**src/rtl/cmp_pkg.sv**
```systemverilog
package cmp_pkg;
  localparam int unsigned N_CH   = 3;
  localparam int unsigned CH_SET = 0;
  localparam int unsigned CH_RST = 1;
  localparam int unsigned CH_TGL = 2;
endpackage

```
**src/rtl/cmp_match.sv**
```systemverilog
module cmp_match import cmp_pkg::*; #(
  parameter int unsigned TW = 16
) (
  input  logic                     clk_i,
  input  logic                     rst_ni,
  input  logic [TW-1:0]            tmr_val_i,
  input  logic                     tmr_inc_i,
  input  logic [N_CH-1:0]          cmp_we_i,
  input  logic [TW-1:0]            cmp_wdata_i,
  output logic [N_CH-1:0]          hit_q_o
);
  logic [N_CH-1:0][TW-1:0] cmp_q;
  logic [N_CH-1:0]         hit;

  for (genvar i = 0; i < N_CH; i++) begin : g_ch
    always_ff @(posedge clk_i or negedge rst_ni) begin
      if (!rst_ni)          cmp_q[i] <= '0;
      else if (cmp_we_i[i]) cmp_q[i] <= cmp_wdata_i;
    end
    assign hit[i] = tmr_inc_i && (tmr_val_i == cmp_q[i]);
  end

  // one-cycle pipeline: effects land on the following edge
  always_ff @(posedge clk_i or negedge rst_ni) begin
    if (!rst_ni) hit_q_o <= '0;
    else         hit_q_o <= hit;
  end


  idle_no_hit_chk: assert property (@(posedge clk_i) disable iff (!rst_ni)
    !tmr_inc_i |=> (hit_q_o == '0));
endmodule

```
**src/rtl/cmp_flags.sv**
```systemverilog
module cmp_flags import cmp_pkg::*; (
  input  logic            clk_i,
  input  logic            rst_ni,
  input  logic [N_CH-1:0] hit_q_i,
  input  logic [N_CH-1:0] flag_clr_i,
  input  logic [N_CH-1:0] irq_en_i,
  output logic [N_CH-1:0] flag_o,
  output logic [N_CH-1:0] irq_o
);
  logic [N_CH-1:0] flag_q;

  // set beats clear
  always_ff @(posedge clk_i or negedge rst_ni) begin
    if (!rst_ni) flag_q <= '0;
    else         flag_q <= (flag_q & ~flag_clr_i) | hit_q_i;
  end

  assign flag_o = flag_q;
  assign irq_o  = flag_q & irq_en_i;

  for (genvar i = 0; i < N_CH; i++) begin : g_chk

    flag_set_chk: assert property (@(posedge clk_i) disable iff (!rst_ni)
      hit_q_i[i] |=> flag_q[i]);

    flag_hold_chk: assert property (@(posedge clk_i) disable iff (!rst_ni)
      flag_q[i] && !flag_clr_i[i] |=> flag_q[i]);
  end
endmodule

```
**src/rtl/cmp_pins.sv**
```systemverilog
module cmp_pins import cmp_pkg::*; #(
  parameter int unsigned N_LAT = 6,
  parameter int unsigned N_TGL = 2,
  localparam int unsigned N_PIN = N_LAT + N_TGL
) (
  input  logic             clk_i,
  input  logic             rst_ni,
  input  logic [N_CH-1:0]  hit_q_i,
  input  logic             set_msk_we_i,
  input  logic             rt_msk_we_i,
  input  logic [N_PIN-1:0] msk_wdata_i,
  input  logic             out_we_i,
  input  logic [N_LAT-1:0] out_wdata_i,
  output logic [N_PIN-1:0] pin_o,
  output logic [N_TGL-1:0] tgl_o
);
  logic [N_PIN-1:0] set_msk_q, rt_msk_q;
  logic [N_LAT-1:0] lat_q, lat_d;
  logic [N_TGL-1:0] tgl_q, tgl_d;

  always_ff @(posedge clk_i or negedge rst_ni) begin
    if (!rst_ni) begin
      set_msk_q <= '0;
      rt_msk_q  <= '0;
    end else begin
      if (set_msk_we_i) set_msk_q <= msk_wdata_i;
      if (rt_msk_we_i)  rt_msk_q  <= msk_wdata_i;
    end
  end

  // order: software write, then set, then clear (clear has last word)
  always_comb begin
    lat_d = out_we_i ? out_wdata_i : lat_q;
    for (int b = 0; b < N_LAT; b++) begin
      if (hit_q_i[CH_SET] && set_msk_q[b]) lat_d[b] = 1'b1;
      if (hit_q_i[CH_RST] && rt_msk_q[b])  lat_d[b] = 1'b0;
    end
  end

  always_comb begin
    tgl_d = tgl_q;
    for (int k = 0; k < N_TGL; k++)
      if (hit_q_i[CH_TGL] && rt_msk_q[N_LAT+k]) tgl_d[k] = ~tgl_q[k];
  end

  always_ff @(posedge clk_i or negedge rst_ni) begin
    if (!rst_ni) begin
      lat_q <= '0;
      tgl_q <= '0;
    end else begin
      lat_q <= lat_d;
      tgl_q <= tgl_d;
    end
  end

  assign pin_o = {tgl_q, lat_q};
  assign tgl_o = tgl_q;

  for (genvar b = 0; b < N_LAT; b++) begin : g_lat_chk

    clr_pin_chk: assert property (@(posedge clk_i) disable iff (!rst_ni)
      hit_q_i[CH_RST] && rt_msk_q[b] |=> !lat_q[b]);

    set_pin_chk: assert property (@(posedge clk_i) disable iff (!rst_ni)
      hit_q_i[CH_SET] && set_msk_q[b] && !(hit_q_i[CH_RST] && rt_msk_q[b]) |=> lat_q[b]);

    quiet_pin_chk: assert property (@(posedge clk_i) disable iff (!rst_ni)
      !out_we_i && !(hit_q_i[CH_SET] && set_msk_q[b]) && !(hit_q_i[CH_RST] && rt_msk_q[b])
      |=> $stable(lat_q[b]));
  end

  for (genvar k = 0; k < N_TGL; k++) begin : g_tgl_chk

    tgl_flip_chk: assert property (@(posedge clk_i) disable iff (!rst_ni)
      hit_q_i[CH_TGL] && rt_msk_q[N_LAT+k] |=> (tgl_q[k] != $past(tgl_q[k])));

    tgl_keep_chk: assert property (@(posedge clk_i) disable iff (!rst_ni)
      !(hit_q_i[CH_TGL] && rt_msk_q[N_LAT+k]) |=> $stable(tgl_q[k]));
  end
endmodule

```
**src/rtl/tmr_cmp_out.sv**
```systemverilog
module tmr_cmp_out import cmp_pkg::*; #(
  parameter int unsigned TW    = 16,
  parameter int unsigned N_LAT = 6,
  parameter int unsigned N_TGL = 2,
  localparam int unsigned N_PIN = N_LAT + N_TGL
) (
  input  logic             clk_i,
  input  logic             rst_ni,
  input  logic [TW-1:0]    tmr_val_i,
  input  logic             tmr_inc_i,
  input  logic [N_CH-1:0]  cmp_we_i,
  input  logic [TW-1:0]    cmp_wdata_i,
  input  logic             set_msk_we_i,
  input  logic             rt_msk_we_i,
  input  logic [N_PIN-1:0] msk_wdata_i,
  input  logic             out_we_i,
  input  logic [N_LAT-1:0] out_wdata_i,
  input  logic [N_CH-1:0]  flag_clr_i,
  input  logic [N_CH-1:0]  irq_en_i,
  output logic [N_PIN-1:0] pin_o,
  output logic [N_TGL-1:0] tgl_o,
  output logic [N_CH-1:0]  flag_o,
  output logic [N_CH-1:0]  irq_o
);
  logic [N_CH-1:0] hit_q;

  cmp_match #(.TW(TW)) u_match (
    .clk_i       (clk_i),
    .rst_ni      (rst_ni),
    .tmr_val_i   (tmr_val_i),
    .tmr_inc_i   (tmr_inc_i),
    .cmp_we_i    (cmp_we_i),
    .cmp_wdata_i (cmp_wdata_i),
    .hit_q_o     (hit_q)
  );

  cmp_flags u_flags (
    .clk_i      (clk_i),
    .rst_ni     (rst_ni),
    .hit_q_i    (hit_q),
    .flag_clr_i (flag_clr_i),
    .irq_en_i   (irq_en_i),
    .flag_o     (flag_o),
    .irq_o      (irq_o)
  );

  cmp_pins #(.N_LAT(N_LAT), .N_TGL(N_TGL)) u_pins (
    .clk_i        (clk_i),
    .rst_ni       (rst_ni),
    .hit_q_i      (hit_q),
    .set_msk_we_i (set_msk_we_i),
    .rt_msk_we_i  (rt_msk_we_i),
    .msk_wdata_i  (msk_wdata_i),
    .out_we_i     (out_we_i),
    .out_wdata_i  (out_wdata_i),
    .pin_o        (pin_o),
    .tgl_o        (tgl_o)
  );


  tgl_pin_chk: assert property (@(posedge clk_i) disable iff (!rst_ni)
    pin_o[N_PIN-1:N_LAT] == tgl_o);

  irq_gate_chk: assert property (@(posedge clk_i) disable iff (!rst_ni)
    !flag_o[CH_SET] |-> !irq_o[CH_SET]);
endmodule

```
**config.mk**
```make
export PLATFORM = sky130hd
export DESIGN_NAME = tmr_cmp_out
export DESIGN_NICKNAME = d
export VERILOG_FILES = /design/src/rtl/cmp_pkg.sv /design/src/rtl/cmp_match.sv /design/src/rtl/cmp_flags.sv /design/src/rtl/cmp_pins.sv /design/src/rtl/tmr_cmp_out.sv
export SDC_FILE = /design/constraint.sdc
export NUM_CORES = 1
export LEC_CHECK = 0
export BUFFER_PORTS_ARGS = -buffer_cell sky130_fd_sc_hd__buf_2
export CORE_UTILIZATION = 37
export DETAILED_ROUTE_END_ITERATION = 10
export SLEW_MARGIN = 25
export SYNTH_ARGS = -nofsm -noshare
export SYNTH_HDL_FRONTEND = slang
export SYNTH_SLANG_ARGS = --single-unit
```
**constraint.sdc**
```tcl
create_clock -name clk_i -period 1.57 [get_ports clk_i]
set_input_delay 0.0785 -clock clk_i [delete_from_list [all_inputs] [get_ports clk_i]]
set_output_delay 0.0785 -clock clk_i [all_outputs]
set_load 0.03 [all_outputs]
```
==> qor.log <==
[global_routing] number of global-route vias before repair 2375
[clock_network] Post-CTS Resized 0
[sta] final hold violation count 0
[sta] unrepaired setup endpoints after global routing no
[sta] slew at the pin closest to its max-slew limit 0.466 ns
[sta] number of slew-limit violations in the final report 0
[floorplan] Core Area 8810 sq um
[clock_network] clock network latency to the later pin of the worst-skew pair 0.35 ns
[synth] post-synthesis sequential element count 76
[layout] Inserted Diodes 0
[floorplan] area of the die 9570 sq um
[sta] shortest period the worst path allows 1.38 ns
[placement] placer congestion estimate 0.773
[synth] Synthesized Nets 307
[global_routing] GRT overflow 0
[clock_network] cts-stage hold buffer count 30
[synth] largest family of logic cells by synthesized area multiplexers
[critical_path] data required time of the worst path 1.82 ns
[drt] initial detailed-routing violation count 59
[sta] worst-case headroom to the max-slew limit 68.9%
[synth] Yosys warning total 0
[synth] share of the yosys chip area belonging to registers 56.0%
[placement] Buffers on Ports 76
[floorplan] initial core utilization 38.6%
[layout] number of fill cells in the layout 785
[critical_path] r2r setup slk 0.19 ns
[synth] Mapped Avg Cell Area 13.8 sq um
[drt] Post-DRT Antenna Nets 0
[clock_network] clock slew at reported path FFs 0.08 ns
[drt] wire length per cell 15.7 um
[layout] Syn-to-layout area delta 29.2%
[synth] area of the mapped netlist 3400 sq um
[synth] cell count after synthesis 246
[layout] Register Area 1900 sq um
[clock_network] CTS tree built
[clock_network] Clock Sinks 76
[pwr] static leakage 1.95 nW
[critical_path] startpoint class of the critical path register
[clock_network] number of H-tree levels 3
[floorplan] Horiz. Die Dim 97.8 um
[sta] setup TNS 0 ns
[floorplan] std cell rows 34
[layout] Cell Count, Final, Fillers Out 469
[critical_path] signal arrival time at the worst endpoint 1.63 ns
[global_routing] largest net degree at the start of global routing 36
[drt] via density per instance 4.85
[synth] post-synthesis compound-gate area fraction 3.09%
[global_routing] antenna violations before repair 0
[sta] count of final setup violators 0
[sta] Worst Hold Margin 0.0172 ns
[critical_path] cell depth of the worst flop-to-flop path 4
[clock_network] root buffer selected by CTS clkbuf_8
[sta] Post-Route Skew 0.00632 ns
[drt] post-route DRC violation count 21
[layout] post-route standard cell area excluding fillers 4390 sq um
[layout] fraction of layout cells with a size suffix above 1 44.6%
[sta] PnR worst setup slack 0.191 ns
[pwr] Max IR drop VDD 695 uV
[run_status] run status finished, violations left
[critical_path] highest fanout seen on the critical path 2
[clock_network] total clock buffers created by CTS 9
[placement] Post-Place Cells 423
[synth] adder-cell share of the synthesized area 0%
[global_routing] total routing resource utilization after global routing 16.6%
[clock_network] CTS max path bufs 2
[pwr] power per unit of standard cell area 1000 nW/um^2
[placement] cell area after placement 3900 sq um
[clock_network] post-CTS setup-driven buffer insertion count 0
[layout] multi-input combinational cell area 1430 sq um
[floorplan] die outline height 97.8 um
[drt] first drt pass iteration count 7
[critical_path] type of destination of the critical path register
[placement] post-DP HPWL 5.31 mm
[drt] total length of routed wires 7.38 mm
[placement] post-placement setup slack 0.215 ns
[synth] Cell variety after synth 17
[sta] fmax 725 MHz
[hold_path] Hold WC Path Type in -> reg
[synth] mux contribution to synthesized area 20.5%
[synth] area fraction in and, or, nand and nor cells after synthesis 5.52%
[floorplan] number of top-level pins 77
[run_status] violations in the final reports DRC
[flow_run] reported max-cap violation count 0
[critical_path] startpoint-to-endpoint class of the critical path reg -> reg
[sta] post-route clock period utilization 87.8%
[hold_path] worst hold path stage count 3
[drt] detailed-route via count 2273
[global_routing] global-route wire length before repair 12.0 mm
[synth] parity-gate share of the synthesized area counting xor and xnor cells 12.9%
[layout] NumNets Final 417
stage by stage:
step	total power [mW]	util, %
6_report	4.39	49.9
5_1_grt	4.61	49.9
4_1_cts	4.46	49.9
3_5_place_dp	2.94	44.3
3_3_place_gp	2.92	44.3
2_1_floorplan	2.66	-
critical path: stages (launching register included):
cell and delay (ns):
dfrtp_1 0.39, xor2_1 0.16, nor4_1 0.34, nand4_1 0.15, nor4_2 0.24
logic make-up (layout without fill, tap and decap cells):
| group | Yosys count | in the layout |
|---|---|---|
| XOR/XNOR | 50 | 50 |
| multiplexers | 62 | 62 |
| AO/OA/AOI/OAI | 15 | 15 |
| buffers and inverters | 14 | 129 |
| AND/OR/NAND/NOR | 29 | 29 |
| flip-flops | 76 | 76 |
cells in the mapped netlist:
| library cell | count | area share, % |
|---|---|---|
| a21o_1 | 3 | 0.66 |
| a21oi_1 | 6 | 0.88 |
| a221oi_1 | 6 | 1.5 |
| and2_1 | 3 | 0.55 |
| buf_2 | 6 | 0.88 |
| buf_4 | 2 | 0.44 |
| clkbuf_1 | 3 | 0.33 |
| dfrtp_1 | 76 | 56 |
| inv_1 | 3 | 0.33 |
| mux2_2 | 62 | 21 |
| nand2_1 | 5 | 0.55 |
| nand4_1 | 9 | 1.7 |
| nor2b_1 | 6 | 1.1 |
| nor4_1 | 3 | 0.55 |
| nor4_2 | 3 | 1.1 |
| xnor2_1 | 38 | 9.8 |
| xor2_1 | 12 | 3.1 |
per-layer routing:
layer	part of all wire, %	vias up	global-route usage (%)
met2	48	64	28.0
met5	0	-	0
met1	46	1118	20.2
met3	4.9	13	5.23
met4	1.6	0	5.59
li1	-	1078	-
sequential cells by signal, summed over array words and instances (netlist names):
name	count
u_match.hit_q_o	3
u_match.cmp_q	48
u_pins.set_msk_q	6
u_flags.flag_o	3
u_pins.rt_msk_q	8
u_pins.lat_q	6
u_pins.tgl_o	2
area by class of cell:
type	count	share of cell area, %
clock buffers	9	2.82
clock inverters	7	1.54
inverters	3	0.256
multi-input cells	156	32.5
flip-flops and latches	76	43.3
well taps	108	3.08
repair buffers	110	16.5
where the power goes:
part           switching (mW)  internal (mW)
logic                   0.317          0.391
clock network           0.724          0.724
registers               0.107           2.13
total                    1.15           3.25
placed cells by master (no fill, tap or decap):
master         count
nor4_1             3
inv_1              3
dfrtp_1           76
buf_4              3
dlygate4sd3_1     30
xor2_1            12
nand4_1            9
a21oi_1            6
mux2_2            62
buf_2             76
and2_1             3
clkinvlp_4         3
clkbuf_8           9
nor4_2             3
buf_12             1
nand2_1            5
xnor2_1           38
bufinv_16          1
clkinv_2           3
nor2b_1            6
a21o_1             3
a221oi_1           6
path summary, 6_finish.rpt:
| check | start | to |
|---|---|---|
| worst max-delay path | u_match.cmp_q[30] | u_match.hit_q_o[1] |
| worst min-delay path | out_wdata_i[3] | u_pins.lat_q[3] |
| worst max register to register | u_match.cmp_q[30] | u_match.hit_q_o[1] |
| worst min register to register | u_pins.rt_msk_q[1] | u_pins.lat_q[1] |
| max in group asynchronous | rst_ni | u_match.cmp_q[17] |
| min in group asynchronous | rst_ni | u_pins.tgl_o[0] |
Power figures use the tool's default switching activity.
